File: src/rtl/uart_irq_pkg.sv
package uart_irq_pkg;
   localparam int ID_W = 4;
   localparam int EN_W = 4;

   localparam logic [ID_W-1:0] ID_NONE = 4'b0001;
   localparam logic [ID_W-1:0] ID_LINE = 4'b0110;
   localparam logic [ID_W-1:0] ID_RXD  = 4'b0100;
   localparam logic [ID_W-1:0] ID_TMO  = 4'b1100;
   localparam logic [ID_W-1:0] ID_THR  = 4'b0010;
   localparam logic [ID_W-1:0] ID_MS   = 4'b0000;

   localparam int EN_RX   = 0;
   localparam int EN_THR  = 1;
   localparam int EN_LINE = 2;
   localparam int EN_MS   = 3;

   // sticky flag slots
   localparam int NFLAG  = 3;
   localparam int F_LINE = 0;
   localparam int F_THR  = 1;
   localparam int F_MS   = 2;
endpackage

File: src/rtl/uart_irq_flag.sv
module uart_irq_flag #(
   parameter bit RST_VAL  = 1'b0,
   parameter bit SET_WINS = 1'b1
) (
   input  logic clk,
   input  logic rst_n,
   input  logic set_i,
   input  logic clr_i,
   output logic q_o
);
   logic q_d;

   generate
      if (SET_WINS) begin : g_set_wins
         assign q_d = set_i | (q_o & ~clr_i);
      end else begin : g_clr_wins
         assign q_d = ~clr_i & (q_o | set_i);
      end
   endgenerate

   always_ff @(posedge clk) begin
      if (!rst_n) q_o <= RST_VAL;
      else        q_o <= q_d;
   end
endmodule

File: src/rtl/uart_irq_pick.sv
module uart_irq_pick
   import uart_irq_pkg::*;
#(
   parameter bit TMO_FIRST = 1'b0
) (
   input  logic            line_v,
   input  logic            rxd_v,
   input  logic            tmo_v,
   input  logic            thr_v,
   input  logic            ms_v,
   output logic [ID_W-1:0] id_o,
   output logic            any_o
);
   logic [ID_W-1:0] rx_id;
   logic            rx_any;

   // order inside the shared receive level
   generate
      if (TMO_FIRST) begin : g_tmo_first
         assign rx_id = tmo_v ? ID_TMO : ID_RXD;
      end else begin : g_rxd_first
         assign rx_id = rxd_v ? ID_RXD : ID_TMO;
      end
   endgenerate
   assign rx_any = rxd_v | tmo_v;

   always_comb begin
      if (line_v)      id_o = ID_LINE;
      else if (rx_any) id_o = rx_id;
      else if (thr_v)  id_o = ID_THR;
      else if (ms_v)   id_o = ID_MS;
      else             id_o = ID_NONE;
   end

   assign any_o = line_v | rx_any | thr_v | ms_v;
endmodule

File: src/rtl/uart_irq_sel.sv
module uart_irq_sel
   import uart_irq_pkg::*;
#(
   parameter bit TX_PEND_RST = 1'b1,
   parameter bit SET_WINS    = 1'b1,
   parameter bit TMO_FIRST   = 1'b0,
   parameter int IDW         = ID_W,
   parameter int ENW         = EN_W
) (
   input  logic           clk,
   input  logic           rst_n,
   input  logic [ENW-1:0] irq_en_i,
   input  logic           line_err_i,
   input  logic           rx_trig_i,
   input  logic           rx_tmo_i,
   input  logic           thr_empty_i,
   input  logic           ms_chg_i,
   input  logic           lsr_rd_i,
   input  logic           msr_rd_i,
   input  logic           isr_rd_i,
   input  logic           thr_wr_i,
   output logic [IDW-1:0] irq_id_o,
   output logic           irq_o
);
   localparam logic [NFLAG-1:0] RST_VEC = {1'b0, TX_PEND_RST, 1'b0};

   if (IDW != ID_W) begin : g_bad_idw
      $error("uart_irq_sel: IDW must equal the package code width");
   end
   if (ENW != EN_W) begin : g_bad_enw
      $error("uart_irq_sel: ENW must equal the enable field width");
   end

   logic [NFLAG-1:0] set_v, clr_v, pend_v;
   logic [IDW-1:0]   id_w;
   logic             any_w;

   assign set_v[F_LINE] = line_err_i;
   assign clr_v[F_LINE] = lsr_rd_i;
   assign set_v[F_THR]  = thr_empty_i;
   assign clr_v[F_THR]  = thr_wr_i | (isr_rd_i && id_w == ID_THR);
   assign set_v[F_MS]   = ms_chg_i;
   assign clr_v[F_MS]   = msr_rd_i;

   for (genvar i = 0; i < NFLAG; i++) begin : g_flag
      uart_irq_flag #(
         .RST_VAL  (RST_VEC[i]),
         .SET_WINS (SET_WINS)
      ) flag_i (
         .clk   (clk),
         .rst_n (rst_n),
         .set_i (set_v[i]),
         .clr_i (clr_v[i]),
         .q_o   (pend_v[i])
      );
   end

   uart_irq_pick #(
      .TMO_FIRST (TMO_FIRST)
   ) pick_i (
      .line_v (pend_v[F_LINE] & irq_en_i[EN_LINE]),
      .rxd_v  (rx_trig_i      & irq_en_i[EN_RX]),
      .tmo_v  (rx_tmo_i       & irq_en_i[EN_RX]),
      .thr_v  (pend_v[F_THR]  & irq_en_i[EN_THR]),
      .ms_v   (pend_v[F_MS]   & irq_en_i[EN_MS]),
      .id_o   (id_w),
      .any_o  (any_w)
   );

   assign irq_id_o = id_w;
   assign irq_o    = any_w;
endmodule

File: config.mk
export PLATFORM = sky130hd
export DESIGN_NAME = uart_irq_sel
export DESIGN_NICKNAME = d
export VERILOG_FILES = /design/src/rtl/uart_irq_pkg.sv /design/src/rtl/uart_irq_flag.sv /design/src/rtl/uart_irq_pick.sv /design/src/rtl/uart_irq_sel.sv
export SDC_FILE = /design/constraint.sdc
export NUM_CORES = 1
export LEC_CHECK = 0
export ABC_AREA = 0
export CAP_MARGIN = 20
export CORE_AREA = 2 2 39 41
export CTS_BUF_LIST = sky130_fd_sc_hd__clkbuf_8
export CTS_CLUSTER_SIZE = 8
export DETAILED_ROUTE_END_ITERATION = 8
export DIE_AREA = 0 0 41 43
export SKIP_LAST_GASP = 1
export SLEW_MARGIN = 40
export SYNTH_ARGS = -nofsm -noshare
export SYNTH_HDL_FRONTEND = slang
export SYNTH_HIERARCHICAL = 1
export SYNTH_SLANG_ARGS = --single-unit
File: constraint.sdc
create_clock -name clk -period 1.3 [get_ports clk]
set_input_delay 0.13 -clock clk [delete_from_list [all_inputs] [get_ports clk]]
set_output_delay 0.13 -clock clk [all_outputs]
set_load 0.02 [all_outputs]
* Yosys cells after proc, flatten, opt, wreduce, memory -nomap -nowiden *
Cells that the tools add are included.

storage, ports and cells
  register bits = 3
  bits of input ports = 15
  output and inout bits = 5
  logic and storage cells = 29

cells by class
  equality and inequality tests = 1
  muxes and demuxes = 5
  bitwise operators = 19
  reductions and logical operators = 1

operator list
  cell                  number
  $mux W4               4
  $and A1 B1 Y1         8
  $or A1 B1 Y1          8
  $eq A4 B2 Y1 const B  1
  $not A1 Y1            3
  $logic_and A1 B1 Y1   1
  $mux W1               1

* Logic depth before layout (Yosys ltp) *
  depth after elaboration = 11
  gate-level depth with buffers = 7
  gate-level depth less buffers = 7

* Hierarchy *
Netlist, hierarchy kept.

by module, submodules not included
  module                                times used  cells an instance  area an instance (um2)  sequential area each (um2)
  uart_irq_flag (g_flag[0].flag_i ...)  2           3                  41.3                    20.0
  uart_irq_sel                          1           8                  55.1                    0.0
  uart_irq_pick                         1           6                  42.5                    0.0
  uart_irq_flag (g_flag[1].flag_i)      1           3                  33.8                    20.0

* Least setup slack after synthesis *
OpenSTA, ideal clock, no wires.

  path kind = reg-to-reg
  from = reg g_flag[0].flag_i.q_o
  to = reg g_flag[1].flag_i.q_o
  library setup time = 0.062 ns
  arrival = 1.842 ns
  required time = 1.238 ns
  setup slack = -0.604 ns
  cell stages (with the launch flop) = 7
  buffers on the path = 0
  clock period less this slack = 1.904 ns
  cells stage by stage = dfxtp_1 > and2_1 > or3_4 > nor3_1 > o41ai_2 > nand2b_1 > nand3b_1

between the ends
  longest elaborated chain between the ends = 8

RTL lines
  what                    RTL line             source
  from (decl)             uart_irq_flag.sv:9   output logic q_o
  from (signal assigned)  uart_irq_flag.sv:23  else q_o <= q_d;
  $and A1 B1 Y1           uart_irq_sel.sv:61   .line_v (pend_v[F_LINE] & irq_en_i[EN_LINE]),
  $mux W4                 uart_irq_pick.sv:28  if (line_v) id_o = ID_LINE;
  named net irq_id_o[2]   uart_irq_sel.sv:22   output logic [IDW-1:0] irq_id_o,
  $eq A4 B2 Y1            uart_irq_sel.sv:41   assign clr_v[F_THR] = thr_wr_i | (isr_rd_i && id_w == ID_THR);
  $logic_and A1 B1 Y1     uart_irq_sel.sv:41
  $or A1 B1 Y1            uart_irq_sel.sv:41
  named net clr_v[1]      uart_irq_sel.sv:34   logic [NFLAG-1:0] set_v, clr_v, pend_v;
  $not A1 Y1              uart_irq_flag.sv:15  assign q_d = set_i | (q_o & ~clr_i);
  $and A1 B1 Y1           uart_irq_flag.sv:15
  $or A1 B1 Y1            uart_irq_flag.sv:15
  to (signal assigned)    uart_irq_flag.sv:23
  to (decl)               uart_irq_flag.sv:9

The timed path passes the listed nets, and every way through them passes these cells.
A chain may end at the register's enable or synchronous reset.

* Worst setup path in the final report *
  from = reg g_flag[0].flag_i.q_o
  to = out irq_o

between the ends
  longest elaborated chain between the ends = 4

RTL lines
  what                        RTL line             source
  $and A1 B1 Y1               uart_irq_sel.sv:61
  $or A1 B1 Y1 (3 in series)  uart_irq_pick.sv:35  assign any_o = line_v | rx_any | thr_v | ms_v;
  to (decl)                   uart_irq_sel.sv:23   output logic irq_o

Every way passes these cells.

==> flow_summary.json <==
{
  "die_width_um": 41,
  "cts_max_level": 1,
  "final_hold_viol_count": 0,
  "clk_pin_slew_worst_paths_ps": 30,
  "holdPathStages": 2,
  "wl_per_cell_um": 8.877,
  "worst_slew_pin_slew_ps": 212.0,
  "cp_top_family": "simple AND/OR/NAND/NOR gates",
  "fp.dieArea_um2": 1763,
  "setup_ws_ps": -304.8,
  "cts_buffer_depth": 2,
  "cp-startpoint": "g_flag[0].flag_i/q_o",
  "grt_max_degree": 5,
  "vias": 295,
  "cpMaxStageDelayCell": "or3_4",
  "finalSetupViolations": 6,
  "synth_most_common_cell": "and2_1",
  "p_seq_share_pct": 18.4,
  "cts_num_sinks": 3,
  "fp.dieH_um": 43,
  "max_clock_freq_mhz": 623.1,
  "power.internal_uw": 425.8,
  "start_kind": "flop",
  "yosysTopAreaCellShare_pct": 28.07,
  "initialDrtViolationCount": 2,
  "critPathBufInv": 1,
  "place_congestion": 0.5504,
  "yosysSeqAreaShare_pct": 28.07,
  "p_sw_uw": 126.3,
  "synth_fa_ha_area_share_pct": 0,
  "synth_seq_cells": 3,
  "overflow": 0,
  "min_path_type": "input port to flop",
  "path_max_fanout": 4,
  "synth_area_um2": 214.0,
  "pin_count": 20,
  "max_slew_margin_pct": 85.71,
  "hpwlAfterDp_um": 489.4,
  "drt_wl_total_um": 648,
  "nFillCells": 150,
  "start_util_pct": 15.46,
  "routed_via_density": 4.041,
  "area_growth_pct": 183.6,
  "synth-edff-count": 0,
  "cp.depth": 4,
  "violations": "setup timing",
  "synth_compound_area_share_pct": 18.71,
  "fin_crit_sh_pct": 123.4,
  "p_clk_share_pct": 47.1,
  "grt_usage_pct": 9.419,
  "ys_async_sr_fraction_pct": 0,
  "syn_area_per_cell_um2": 9.302,
  "ant_nets": 0,
  "maxCapViolations": 0,
  "grt_pass1_wl_um": 1055,
  "cts_tree": "yes",
  "antenna_found_initial": 0,
  "drcViolationCount": 0,
  "rows": 14,
  "cp_cell_sequence": "and2_4 -> or3_4 -> or3_4 -> buf_6",
  "fin_crit_ps": 1605,
  "slowest_delay_ps": 350,
  "synth_common_cells": "5 x and2_1, 3 x dfxtp_1, 2 x nor2b_4, 2 x o21a_1",
  "clk_latency_ps": 210,
  "p_leak_nw": 0.2854,
  "crit_path_end_kind": "output pin",
  "antennaDiodeCount": 0,
  "ir_drop_uv": 475.3,
  "rsz0062_at_grt": "yes",
  "coreArea_um2": 1384,
  "swShare_pct": 22.87,
  "p_comb_share_pct": 34.5,
  "ys_top_cells_by_area": "dfxtp_1 28%, and2_1 15%, nor2b_4 13%",
  "finalNetCount": 73,
  "largest_reg_flops": 3,
  "layout-drive-gt1-share_pct": 56.14,
  "cts-root-buf": "clkbuf_8",
  "syn_inst": 23,
  "hold_start": "thr_empty_i",
  "synth_flop_cell": "dfxtp_1",
  "first_global_vias": 289,
  "status": "finished, violations left",
  "cts_buffers": 3,
  "top_regs": "g_flag.flag_i/q_o x3",
  "fin_skew_ps": 0.4252,
  "pre_cts_slack_ps": -812.9,
  "ys_types": 15,
  "r2r-start": "g_flag[0].flag_i/q_o",
  "yosys.area_share.simple_pct": 51.46,
  "stdcell_count": 73,
  "syn_nets": 38,
  "critPathKind": "flop to output pin",
  "cp.required_ps": 1170,
  "portBuffers": 19,
  "first_pass_iters": 2,
  "slew_viol_final": 0,
  "muxShareOfSynthArea_pct": 0,
  "worst_ep_arrival_time_ps": 1470,
  "ff2ff_path_depth": 6,
  "yosysTopAreaCell": "dfxtp_1",
  "yosysWarnings": 6,
  "synth_top_family_by_area": "simple AND/OR/NAND/NOR gates",
  "power_density_nw_per_um2": 909.8,
  "synthXorXnorAreaFrac_pct": 0,
  "dp_cells": 63,
  "regMostFlops": "g_flag.flag_i/q_o",
  "crit_top_cell": "or3_4"
}
-- repair_timing --
| item | in CTS | in global routing |
|---|---|---|
| resized for setup | 34 | 12 |
| buffers inserted | 5 | 1 |
| setup endpoints to repair | 6 | 6 |
| hold buffers | 0 | 0 |
| pin swaps | 5 | 3 |
-- power groups by stage --
stage,Sequential [mW],Combinational [mW],Clock (mW)
2_1_floorplan,0.102,0.0657,0
3_3_place_gp,0.102,0.150,0
3_5_place_dp,0.102,0.152,0
4_1_cts,0.101,0.176,0.268
5_1_grt,0.103,0.204,0.275
6_report,0.101,0.190,0.260
-- logic make-up after synthesis --
| logic type | count (synthesis) |
|---|---|
| flip-flops | 3 |
| AND/OR/NAND/NOR | 15 |
| buffers and inverters | 1 |
| AO/OA/AOI/OAI | 4 |
-- final cells by class --
cell class	count	area (um^2)	area share, %
sequential	3	61.31	10.10
inverter	1	3.754	0.6186
clock buffer	3	41.29	6.804
multi-input combinational	19	187.7	30.93
timing repair buffer	30	289.0	47.63
tap	16	20.02	3.299
clock inverter	1	3.754	0.6186
-- per-layer routing --
metal,GRT usage (%),vias to the layer above,part of all wire [%]
li1,-,147,-
met1,8.946,130,34
met4,10.00,0,3.4
met2,14.06,14,55
met3,3.141,4,7.4
met5,0,-,0
-- through the flow --
step | total power [mW] | instance area [um^2] | TNS, ps | hold WS (ps) | utilization [%]
6_report | 0.5521 | 606.8 | -908.9 | 481.0 | 43.85
5_1_grt | 0.5813 | 606.8 | -1198 | 495.0 | 43.85
4_1_cts | 0.5449 | 579.3 | -1198 | 474.9 | 41.86
3_5_place_dp | 0.2542 | 475.5 | -3653 | 467.4 | 34.36
3_3_place_gp | 0.2522 | 475.5 | -3573 | 451.1 | 34.36
2_1_floorplan | 0.1673 | 227.7 | -264.2 | 216.2 | -
-- cells in the final DEF (no fill, tap or decap) --
cell / count
buf_4: 8
dfxtp_1: 2
buf_6: 8
nand2_1: 1
nor2b_4: 2
nor3b_2: 1
and2_1: 1
inv_1: 2
nand3b_1: 1
clkdlybuf4s50_1: 10
a21o_4: 1
nor2_1: 1
dlygate4sd2_1: 3
nand2b_1: 1
o41ai_2: 1
clkbuf_8: 3
o21a_1: 2
or3_4: 2
dfxtp_2: 1
dlymetal6s2s_1: 1
and2_4: 4
nor3_4: 1
-- path summary, 6_finish.rpt --
kind | to | slack (ps)
hold / removal | g_flag[1].flag_i/q_o | 480
setup / recovery | irq_o | -300
hold reg to reg | g_flag[1].flag_i/q_o | 480
setup reg to reg | g_flag[1].flag_i/q_o | -210
Note: power is estimated with default switching activity, not from simulation.
